===== src/rtl/stride2d_pkg.sv =====
package stride2d_pkg;
  // Strobes from the control to each address lane
  typedef struct packed {
    logic ld;       // capture start address and stride
    logic beat;     // one beat taken
    logic rowWrap;  // beat closes a row and more rows follow
  } agen_strb_t;
endpackage


===== src/rtl/stride2d_ctrl.sv =====
module stride2d_ctrl
  import stride2d_pkg::*;
#(
  parameter int LEN_W      = 32,
  parameter int ROW_W      = 14,
  parameter int COL_W      = 16,
  parameter int ROW_LSB    = 16,
  parameter int BEAT_BYTES = 4
) (
  input  logic             clk,
  input  logic             rstN,
  input  logic             load,
  input  logic             is2d,
  input  logic [LEN_W-1:0] lenWord,
  input  logic             step,
  output agen_strb_t       strb,
  output logic             lastInRow,
  output logic             done,
  output logic [LEN_W-1:0] remainLen
);
  localparam int PAD_W = LEN_W - ROW_LSB - ROW_W;
  localparam logic [LEN_W-1:0] BEAT_L = LEN_W'(BEAT_BYTES);

  logic [ROW_W-1:0] rowsQ;
  logic [LEN_W-1:0] bytesQ, reloadQ;
  logic             modeQ, doneQ;

  logic [ROW_W-1:0] rowsLd;
  logic [LEN_W-1:0] bytesLd;
  logic             endRow, moreRows, beatTaken;

  always_comb begin
    rowsLd  = is2d ? lenWord[ROW_LSB +: ROW_W] : ROW_W'(1);
    bytesLd = is2d ? {{(LEN_W-COL_W){1'b0}}, lenWord[COL_W-1:0]} : lenWord;
  end

  assign endRow    = (bytesQ <= BEAT_L);
  assign moreRows  = (rowsQ > ROW_W'(1));
  assign beatTaken = step && !load && !doneQ;

  always_comb begin
    strb.ld      = load;
    strb.beat    = beatTaken;
    strb.rowWrap = beatTaken && endRow && moreRows;
  end

  always_ff @(posedge clk or negedge rstN) begin
    if (!rstN) begin
      rowsQ   <= '0;
      bytesQ  <= '0;
      reloadQ <= '0;
      modeQ   <= 1'b0;
      doneQ   <= 1'b1;
    end else if (load) begin
      rowsQ   <= rowsLd;
      bytesQ  <= bytesLd;
      reloadQ <= bytesLd;
      modeQ   <= is2d;
      doneQ   <= (rowsLd == '0) || (bytesLd == '0);
    end else if (beatTaken) begin
      if (!endRow) begin
        bytesQ <= bytesQ - BEAT_L;
      end else if (moreRows) begin
        rowsQ  <= rowsQ - ROW_W'(1);
        bytesQ <= reloadQ;
      end else begin
        bytesQ <= '0;
        doneQ  <= 1'b1;
      end
    end
  end

  assign done      = doneQ;
  assign lastInRow = !doneQ && endRow;
  assign remainLen = modeQ ? {{PAD_W{1'b0}}, rowsQ, bytesQ[COL_W-1:0]} : bytesQ;

  // done persists until the next load
  assert_done_sticky_R9: assert property (@(posedge clk) disable iff (!rstN)
    (doneQ && !load) |=> doneQ);
  // a mid-row beat lowers the byte count by one beat
  assert_byte_drop_R5: assert property (@(posedge clk) disable iff (!rstN)
    (step && !load && !doneQ && (bytesQ > BEAT_L)) |=> (bytesQ == $past(bytesQ) - BEAT_L));
  // the row count never rises without a load
  assert_rows_monotone_R6: assert property (@(posedge clk) disable iff (!rstN)
    !load |=> (rowsQ <= $past(rowsQ)));
  // the final beat of the final row sets done
  assert_final_done_R7: assert property (@(posedge clk) disable iff (!rstN)
    (step && !load && !doneQ && endRow && !moreRows) |=> doneQ);
  // zero-size load finishes at once
  assert_zero_load_R4: assert property (@(posedge clk) disable iff (!rstN)
    (load && ((rowsLd == '0) || (bytesLd == '0))) |=> doneQ);
endmodule


===== src/rtl/stride2d_addr_lane.sv =====
module stride2d_addr_lane
  import stride2d_pkg::*;
#(
  parameter int ADDR_W     = 32,
  parameter int STRIDE_W   = 16,
  parameter int BEAT_BYTES = 4
) (
  input  logic                clk,
  input  logic                rstN,
  input  agen_strb_t          strb,
  input  logic                is2d,
  input  logic [ADDR_W-1:0]   startAddr,
  input  logic [STRIDE_W-1:0] strideField,
  input  logic                incEn,
  output logic [ADDR_W-1:0]   addr
);
  localparam logic [ADDR_W-1:0] BEAT_A = ADDR_W'(BEAT_BYTES);

  logic [ADDR_W-1:0] addrQ, strideQ, stepAdd, nextAddr;

  always_comb begin
    stepAdd  = incEn ? BEAT_A : '0;
    nextAddr = addrQ + stepAdd;
    if (strb.rowWrap) nextAddr = nextAddr + strideQ;
  end

  always_ff @(posedge clk or negedge rstN) begin
    if (!rstN) begin
      addrQ   <= '0;
      strideQ <= '0;
    end else if (strb.ld) begin
      addrQ   <= startAddr;
      strideQ <= is2d ? {{(ADDR_W-STRIDE_W){strideField[STRIDE_W-1]}}, strideField} : '0;
    end else if (strb.beat) begin
      addrQ <= nextAddr;
    end
  end

  assign addr = addrQ;

  // no beat and no load leaves the address alone
  assert_addr_hold_R9: assert property (@(posedge clk) disable iff (!rstN)
    (!strb.ld && !strb.beat) |=> $stable(addrQ));
  // a beat inside a row moves the address by one beat or not at all
  assert_addr_step_R5: assert property (@(posedge clk) disable iff (!rstN)
    (strb.beat && !strb.ld && !strb.rowWrap) |=>
      ((addrQ == $past(addrQ) + BEAT_A) || (addrQ == $past(addrQ))));
  // load and beat strobes never coincide
  assert_strobe_excl_R10: assert property (@(posedge clk) disable iff (!rstN)
    $onehot0({strb.ld, strb.beat}));
endmodule


===== src/rtl/stride2d_agen.sv =====
module stride2d_agen
  import stride2d_pkg::*;
#(
  parameter int ADDR_W     = 32,
  parameter int LEN_W      = 32,
  parameter int ROW_W      = 14,
  parameter int COL_W      = 16,
  parameter int STRIDE_W   = 16,
  parameter int BEAT_BYTES = 4
) (
  input  logic              clk,
  input  logic              rstN,
  input  logic              load,
  input  logic              is2d,
  input  logic [ADDR_W-1:0] srcAddrIn,
  input  logic [ADDR_W-1:0] dstAddrIn,
  input  logic [LEN_W-1:0]  lenWord,
  input  logic [2*STRIDE_W-1:0] strideWord,
  input  logic              srcInc,
  input  logic              dstInc,
  input  logic              step,
  output logic [ADDR_W-1:0] srcAddr,
  output logic [ADDR_W-1:0] dstAddr,
  output logic              lastInRow,
  output logic              done,
  output logic [LEN_W-1:0]  remainLen
);
  localparam int NLANE   = 2;  // lane 0 source, lane 1 destination
  localparam int ROW_LSB = COL_W;

  agen_strb_t        strb;
  logic [ADDR_W-1:0] laneStart [NLANE];
  logic [ADDR_W-1:0] laneAddr  [NLANE];
  logic              laneInc   [NLANE];

  assign laneStart[0] = srcAddrIn;
  assign laneStart[1] = dstAddrIn;
  assign laneInc[0]   = srcInc;
  assign laneInc[1]   = dstInc;

  stride2d_ctrl #(
    .LEN_W(LEN_W), .ROW_W(ROW_W), .COL_W(COL_W),
    .ROW_LSB(ROW_LSB), .BEAT_BYTES(BEAT_BYTES)
  ) u_ctrl (
    .clk(clk), .rstN(rstN), .load(load), .is2d(is2d), .lenWord(lenWord),
    .step(step), .strb(strb), .lastInRow(lastInRow), .done(done),
    .remainLen(remainLen)
  );

  for (genvar g = 0; g < NLANE; g++) begin : g_lane
    stride2d_addr_lane #(
      .ADDR_W(ADDR_W), .STRIDE_W(STRIDE_W), .BEAT_BYTES(BEAT_BYTES)
    ) u_lane (
      .clk(clk), .rstN(rstN), .strb(strb), .is2d(is2d),
      .startAddr(laneStart[g]),
      .strideField(strideWord[g*STRIDE_W +: STRIDE_W]),
      .incEn(laneInc[g]), .addr(laneAddr[g])
    );
  end

  assign srcAddr = laneAddr[0];
  assign dstAddr = laneAddr[1];

  // last-in-row is never raised once done
  assert_last_not_done_R8: assert property (@(posedge clk) disable iff (!rstN)
    !(lastInRow && done));
endmodule


===== config.mk =====
export PLATFORM = sky130hd
export DESIGN_NAME = stride2d_agen
export DESIGN_NICKNAME = d
export VERILOG_FILES = /design/src/rtl/stride2d_pkg.sv /design/src/rtl/stride2d_ctrl.sv /design/src/rtl/stride2d_addr_lane.sv /design/src/rtl/stride2d_agen.sv
export SDC_FILE = /design/constraint.sdc
export NUM_CORES = 1
export LEC_CHECK = 0
export CORE_ASPECT_RATIO = 1.1
export CORE_MARGIN = 10
export CORE_UTILIZATION = 40
export CTS_CLUSTER_DIAMETER = 50
export DETAILED_ROUTE_END_ITERATION = 10
export DONT_BUFFER_PORTS = 1
export SLEW_MARGIN = 10
export SYNTH_ARGS = -nofsm -noshare
export SYNTH_HDL_FRONTEND = slang
export SYNTH_SLANG_ARGS = --single-unit

===== constraint.sdc =====
create_clock -name clk -period 6.44 [get_ports clk]
set_input_delay 0.322 -clock clk [delete_from_list [all_inputs] [get_ports clk]]
set_output_delay 0.322 -clock clk [all_outputs]
set_load 0.1 [all_outputs]

# Yosys cells after proc, flatten, opt, wreduce, memory -nomap -nowiden
# Index checks and enable logic that the tools add are counted.
# W data, S select, Z words.
[classes]
addsub = 6
multipliers = 0
n_div = 0
magnitude_cmp = 2
eq_ne = 1
n_shift = 0
muxes = 25
n_bitwise = 0
reduce_logical = 15
[op_table]
columns = ["cell", "n"]
rows = [
  ["$mux W32", 14],
  ["$add A32 B32 Y32", 4],
  ["$mux W14", 5],
  ["$le A32 B3 Y1 const B", 1],
  ["$logic_not A32 Y1", 1],
  ["$sub A32 B3 Y32 const B", 1],
  ["$gt A14 B1 Y1 const B", 1],
  ["$logic_not A14 Y1", 1],
  ["$sub A14 B1 Y14 const B", 1],
  ["$mux W3", 2],
  ["$reduce_and A3 Y1", 2],
  ["$reduce_bool A2 Y1", 3],
  ["$logic_and A1 B1 Y1", 5],
  ["$mux W1", 4],
  ["$logic_not A1 Y1", 2],
  ["$ne A2 B2 Y1 const B", 1],
  ["$logic_or A1 B1 Y1", 1],
]
[totals]
regBits = 208
latch_bits = 0
ram_bits = 0
rom_bits = 0
inputBits = 135
out_inout_bits = 98
elab_cells = 58
n_memories = 0

# Logic depth before layout (Yosys ltp)
[depth]
word_depth = 8
depth_mapped = 18
depth_no_buf = 17

# Hierarchy
# A second synthesis with hierarchy kept.
[unflattened]
hier_cells = 1675
hier_area_um2 = 14237.4
[by_module_without_submodules]
columns = ["module", "instances", "cells_each", "area_per_inst_um2", "seq_area_each_um2"]
rows = [
  ["stride2d_addr_lane", 2, 581, 4613.2, 1201.2],
  ["stride2d_ctrl", 1, 513, 5011.1, 2003.2],
]

# Least setup slack after synthesis
# No wires, ideal clock.
[synth_timing]
kind = "register to register"
start = "register g_lane[1].u_lane.addrQ[2]"
end = "register g_lane[1].u_lane.addrQ[31]"
t_arrival_ns = 4.884
required_time_ns = 6.314
path_slack_ns = 1.430
path_stages_with_launch = 18
path_buffers = 1
synth_period_minus_slack_ns = 5.010
cell_sequence = "dfrtp_1 ha_1 nand4_1 nor4_1 nor4b_2 nand3_1 xnor2_1 ha_1 clkbuf_1 a21o_1 a211oi_1 nor2_1 o311ai_0 o211ai_1 or3_1 nand4_1 nand4_1 a221o_1"
[synth_between]
elab_chain_len = 5
[synth_lines]
columns = ["item", "line_no", "rtl"]
rows = [
  ["start: declaration", "stride2d_addr_lane.sv:19", "logic [ADDR_W-1:0] addrQ, strideQ, stepAdd, nextAddr;"],
  ["start signal: assignment", "stride2d_addr_lane.sv:32", "addrQ <= startAddr;"],
  ["start signal: assignment", "stride2d_addr_lane.sv:35", "addrQ <= nextAddr;"],
  ["$add A32 B32 Y32 (*)", "stride2d_addr_lane.sv:23", "nextAddr = addrQ + stepAdd;"],
  ["$add A32 B32 Y32", "stride2d_addr_lane.sv:24", "if (strb.rowWrap) nextAddr = nextAddr + strideQ;"],
  ["$mux W32 (*)", "stride2d_addr_lane.sv:24", ""],
  ["$mux W32 (*)", "stride2d_addr_lane.sv:34", "end else if (strb.beat) begin"],
  ["$mux W32 (*)", "stride2d_addr_lane.sv:31", "end else if (strb.ld) begin"],
]
# Mark *: on every way between the ends. The rest lies on a longest branch, timed or not. The select of a mux whose other input is x is not followed.
# A chain may end at the register's enable or synchronous reset.

# Worst setup path after layout
# Same ends and word-level chain as after synthesis.

==> metrics.cfg <==
[floorplan]
start_util_pct = 40.5
rows = 71
die_area_um2 = 42500
core_um2 = 34200
die_x_um = 197
io_pins = 233
fp.dieH_um = 215

[drt]
route.detailed.drc = 0
drt-pass1-iter-count = 5
postRouteAntennaNets = 0
wl_per_cell_um = 22.4
drtIter0Drc = 1181
wl_um = 50500
viasPerCell = 6.08
dr_total_vias = 13685

[worst_setup_path]
critPathCaptureType = register
r2r-start = g_lane[1].u_lane.addr[2]
cp_max_fo = 8
critPathKind = reg2reg
arrival_ns = 5.65
slowest_stage = nor4_1
cp.required_ns = 6.79
rr_endpoint = g_lane[1].u_lane.addr[31]
start_kind = register
crit_path_start = g_lane[1].u_lane.addr[2]
path_cells = buf_4 -> ha_1 -> nand4_1 -> nor4_1 -> nor4b_2 -> buf_4 -> nand3_1 -> xnor2_1 -> ha_1 -> a21o_1 -> a211oi_1 -> nor2_1 -> o311ai_0 -> o211ai_1 -> or3_1 -> nand4_1 -> nand4_1 -> a221o_1
reg2regPathDepth = 18
endpoint = g_lane[1].u_lane.addr[31]
cp_common_cell = nand4_1
regToRegSetupSlack_ns = 1.15
cpPeakStageDelay_ns = 0.80

[finish]
fin_nets = 2016
layout-drive-gt1-share_pct = 7.19
num-fill-cells = 3292
syn2layout_area_growth_pct = 16.8

[status]
status = complete, no violations

[synth]
synthAdderAreaFrac_pct = 7.88
synth_seq_cells = 176
synth_cell_types = 74
synth_top_family_by_area = compound AO/OA/AOI/OAI gates
synth_edf_count = 0
yosys_warnings = 0
synthArstFlopShare_pct = 100
syn_area_per_cell_um2 = 8.08
synth_nets = 1934
synth-xor-area-share_pct = 7.46
seq_area_frac_synth_pct = 31.8
muxShareOfSynthArea_pct = 1.87
synth-compound-area-share_pct = 25.9
synth-simple-area-share_pct = 19.8
synth_ff_type = dfrtp_1
synthCells = 1713
syn_area_um2 = 13800

[global_route]
grt_antenna_before_repair = 7
grt_pass1_vias = 13406
grt_usage_pct = 23.4
grt_max_degree = 177
grt-ovfl-total = 0
grt_pass1_wl_um = 78800

[run]
cap_violations = 0

[power_and_ir_drop]
p_leak_nw = 6.97
irDropWorstVdd_mv = 0.222
p_per_area_nw_per_um2 = 245

[worst_hold_path]
min_path_type = in2reg

[sta]
fin_setup_tns_ns = 0
rsz0062_at_grt = false
hold_viol = 0
setup_viol = 0
fmax_mhz = 189
finClkSkew_ns = 0.00920
hold_ws_ns = 0.00200
slew_violations = 0
worst_slew_pin_slew_ns = 1.14
min_period_ns = 5.29
slew_headroom_pct = 24.3
fin_crit_sh_pct = 82.2

[clocking]
post_cts_resized = 0
clock-sinks = 176
htree_levels = 4
cts-root-buf = clkbuf_16
path_clk_slew_ns = 0.07
numCtsBuffers = 17
cts_tree = built
clockBufferDepth = 2
clkLatencyLatePin_ns = 0.47

[place]
numPortBuffers = 0
dp_hpwl_um = 34100
gp_congestion = 0.889

[sequential cells by signal, summed over array words and instances, names as in the netlist]
register               cells
g_lane.u_lane.addr        64
g_lane.u_lane.strideQ     32
u_ctrl.bytesQ             32
u_ctrl.done                1
u_ctrl.modeQ               1
u_ctrl.reloadQ            32
u_ctrl.rowsQ              14
[how the worst min path moves through the flow]
stage / startpoint / cells after the start / to / slack [ns]
2_1_floorplan: rstN / 0 / g_lane[0].u_lane.addr[0] / 0.03
3_3_place_gp: rstN / 0 / g_lane[1].u_lane.strideQ[3] / 0.03
3_5_place_dp: rstN / 0 / g_lane[1].u_lane.strideQ[6] / 0.03
4_1_cts: lenWord[4] / 2 / u_ctrl.reloadQ[4] / 0.00008
5_1_grt: srcAddrIn[11] / 1 / g_lane[0].u_lane.addr[11] / 0.002
6_report: load / 2 / g_lane[0].u_lane.addr[21] / 0.002
[cells in the final DEF, fill, tap and decap left out, drive strengths merged, types with 13 or more instances in the layout]
master,count
nand2,180
o21ai,176
dfrtp,175
a21oi,153
nor2,136
dlygate4sd3,113
ha,84
xnor2,73
inv,71
buf,55
nand3,52
xor2,45
a21o,38
a22o,35
nor3,31
a211oi,25
clkbuf,25
nand4,23
or3,22
nor4,22
and3,21
a31oi,20
mux2,15
o22ai,15
nand2b,14
o21a,13
o211ai,13
nor2b,13
[logic make-up (layout without fill, tap and decap cells)]
| group | count (synthesis) | count (layout) |
|---|---|---|
| xor+xnor | 118 | 118 |
| flops | 176 | 176 |
| simple gates | 561 | 561 |
| other cells | 0 | 4 |
| compound gates | 574 | 574 |
| buf+inv | 174 | 268 |
| fa+ha+maj | 86 | 86 |
| mux | 24 | 24 |
[cell usage after synthesis (10+ instances only)]
cell type,count,area (um2)
nand3_1,50,250
buf_4,16,120
xor2_1,45,394
nand2b_1,14,87.6
nor2b_1,13,81.3
a21o_1,38,285
a31oi_1,20,125
nor4_1,20,125
o211ai_1,13,97.6
nor2_1,136,510
inv_1,68,255
and3_1,21,131
buf_1,11,41.3
o21a_1,13,97.6
o31ai_1,10,75.1
nor3_1,28,140
a22o_1,35,307
or3_1,22,138
nand2_1,180,676
o21ai_0,171,856
a22oi_1,10,75.1
clkbuf_1,70,263
a21oi_1,153,766
o22ai_1,15,93.8
xnor2_1,73,639
mux2_2,15,169
dfrtp_1,175,4380
ha_1,84,1050
a211oi_1,25,188
nand4_1,23,144
[critical path, delay by kind of cell (launching register included)]
family          cells  cell delay [ns]
flops               1             0.33
compound gates      5             1.22
buf+inv             2             0.51
fa+ha+maj           2             0.70
simple gates        8             2.21
xor+xnor            1             0.21
[final cells by class]
cell class,instances,area (um2),area share (%)
inverter,69,259,1.60
clock buffer,25,526,3.25
antenna,4,10.0,0.0619
clock inverter,6,92.6,0.572
multi-input combinational,1363,8760,54.1
timing repair buffer,168,1580,9.75
tap,438,548,3.39
sequential,176,4410,27.2
[where the power goes]
group          switching, W  total [W]  internal (W)  leakage [nW]
clock              0.000488    0.00113      0.000645         0.299
combinational      0.000834    0.00128      0.000444          4.48
sequential         0.000360    0.00156       0.00120          2.18
[per-layer routing]
layer / GRT usage (%) / vias up / part of all wire (%)
li1: - / 6399 / -
met1: 30.3 / 6654 / 43
met2: 36.0 / 524 / 45
met3: 6.28 / 102 / 8.3
met4: 9.47 / 6 / 3.1
met5: 0 / - / 0.067
[per-stage QoR]
step | worst slack [ns] | cells | total power (W) | utilization (%) | cell area (um2)
after detailed placement | 1.22 | 2099 | 0.00274 | 42.0 | 14400
after CTS | 1.20 | 2245 | 0.00398 | 47.3 | 16200
after global placement | 1.36 | 2099 | 0.00273 | 42.0 | 14400
after floorplan | 1.43 | 1713 | 0.00250 | - | 13800
after global routing | 0.687 | 2247 | 0.00415 | 47.3 | 16200
final | 1.15 | 2249 | 0.00397 | 47.3 | 16200
[repair_timing]
item	4_1_cts	5_1_grt
endpoints found under the hold margin	306	0
buffers inserted	0	0
hold buffers	115	0
No activity file was read; power rests on OpenSTA's default activity.
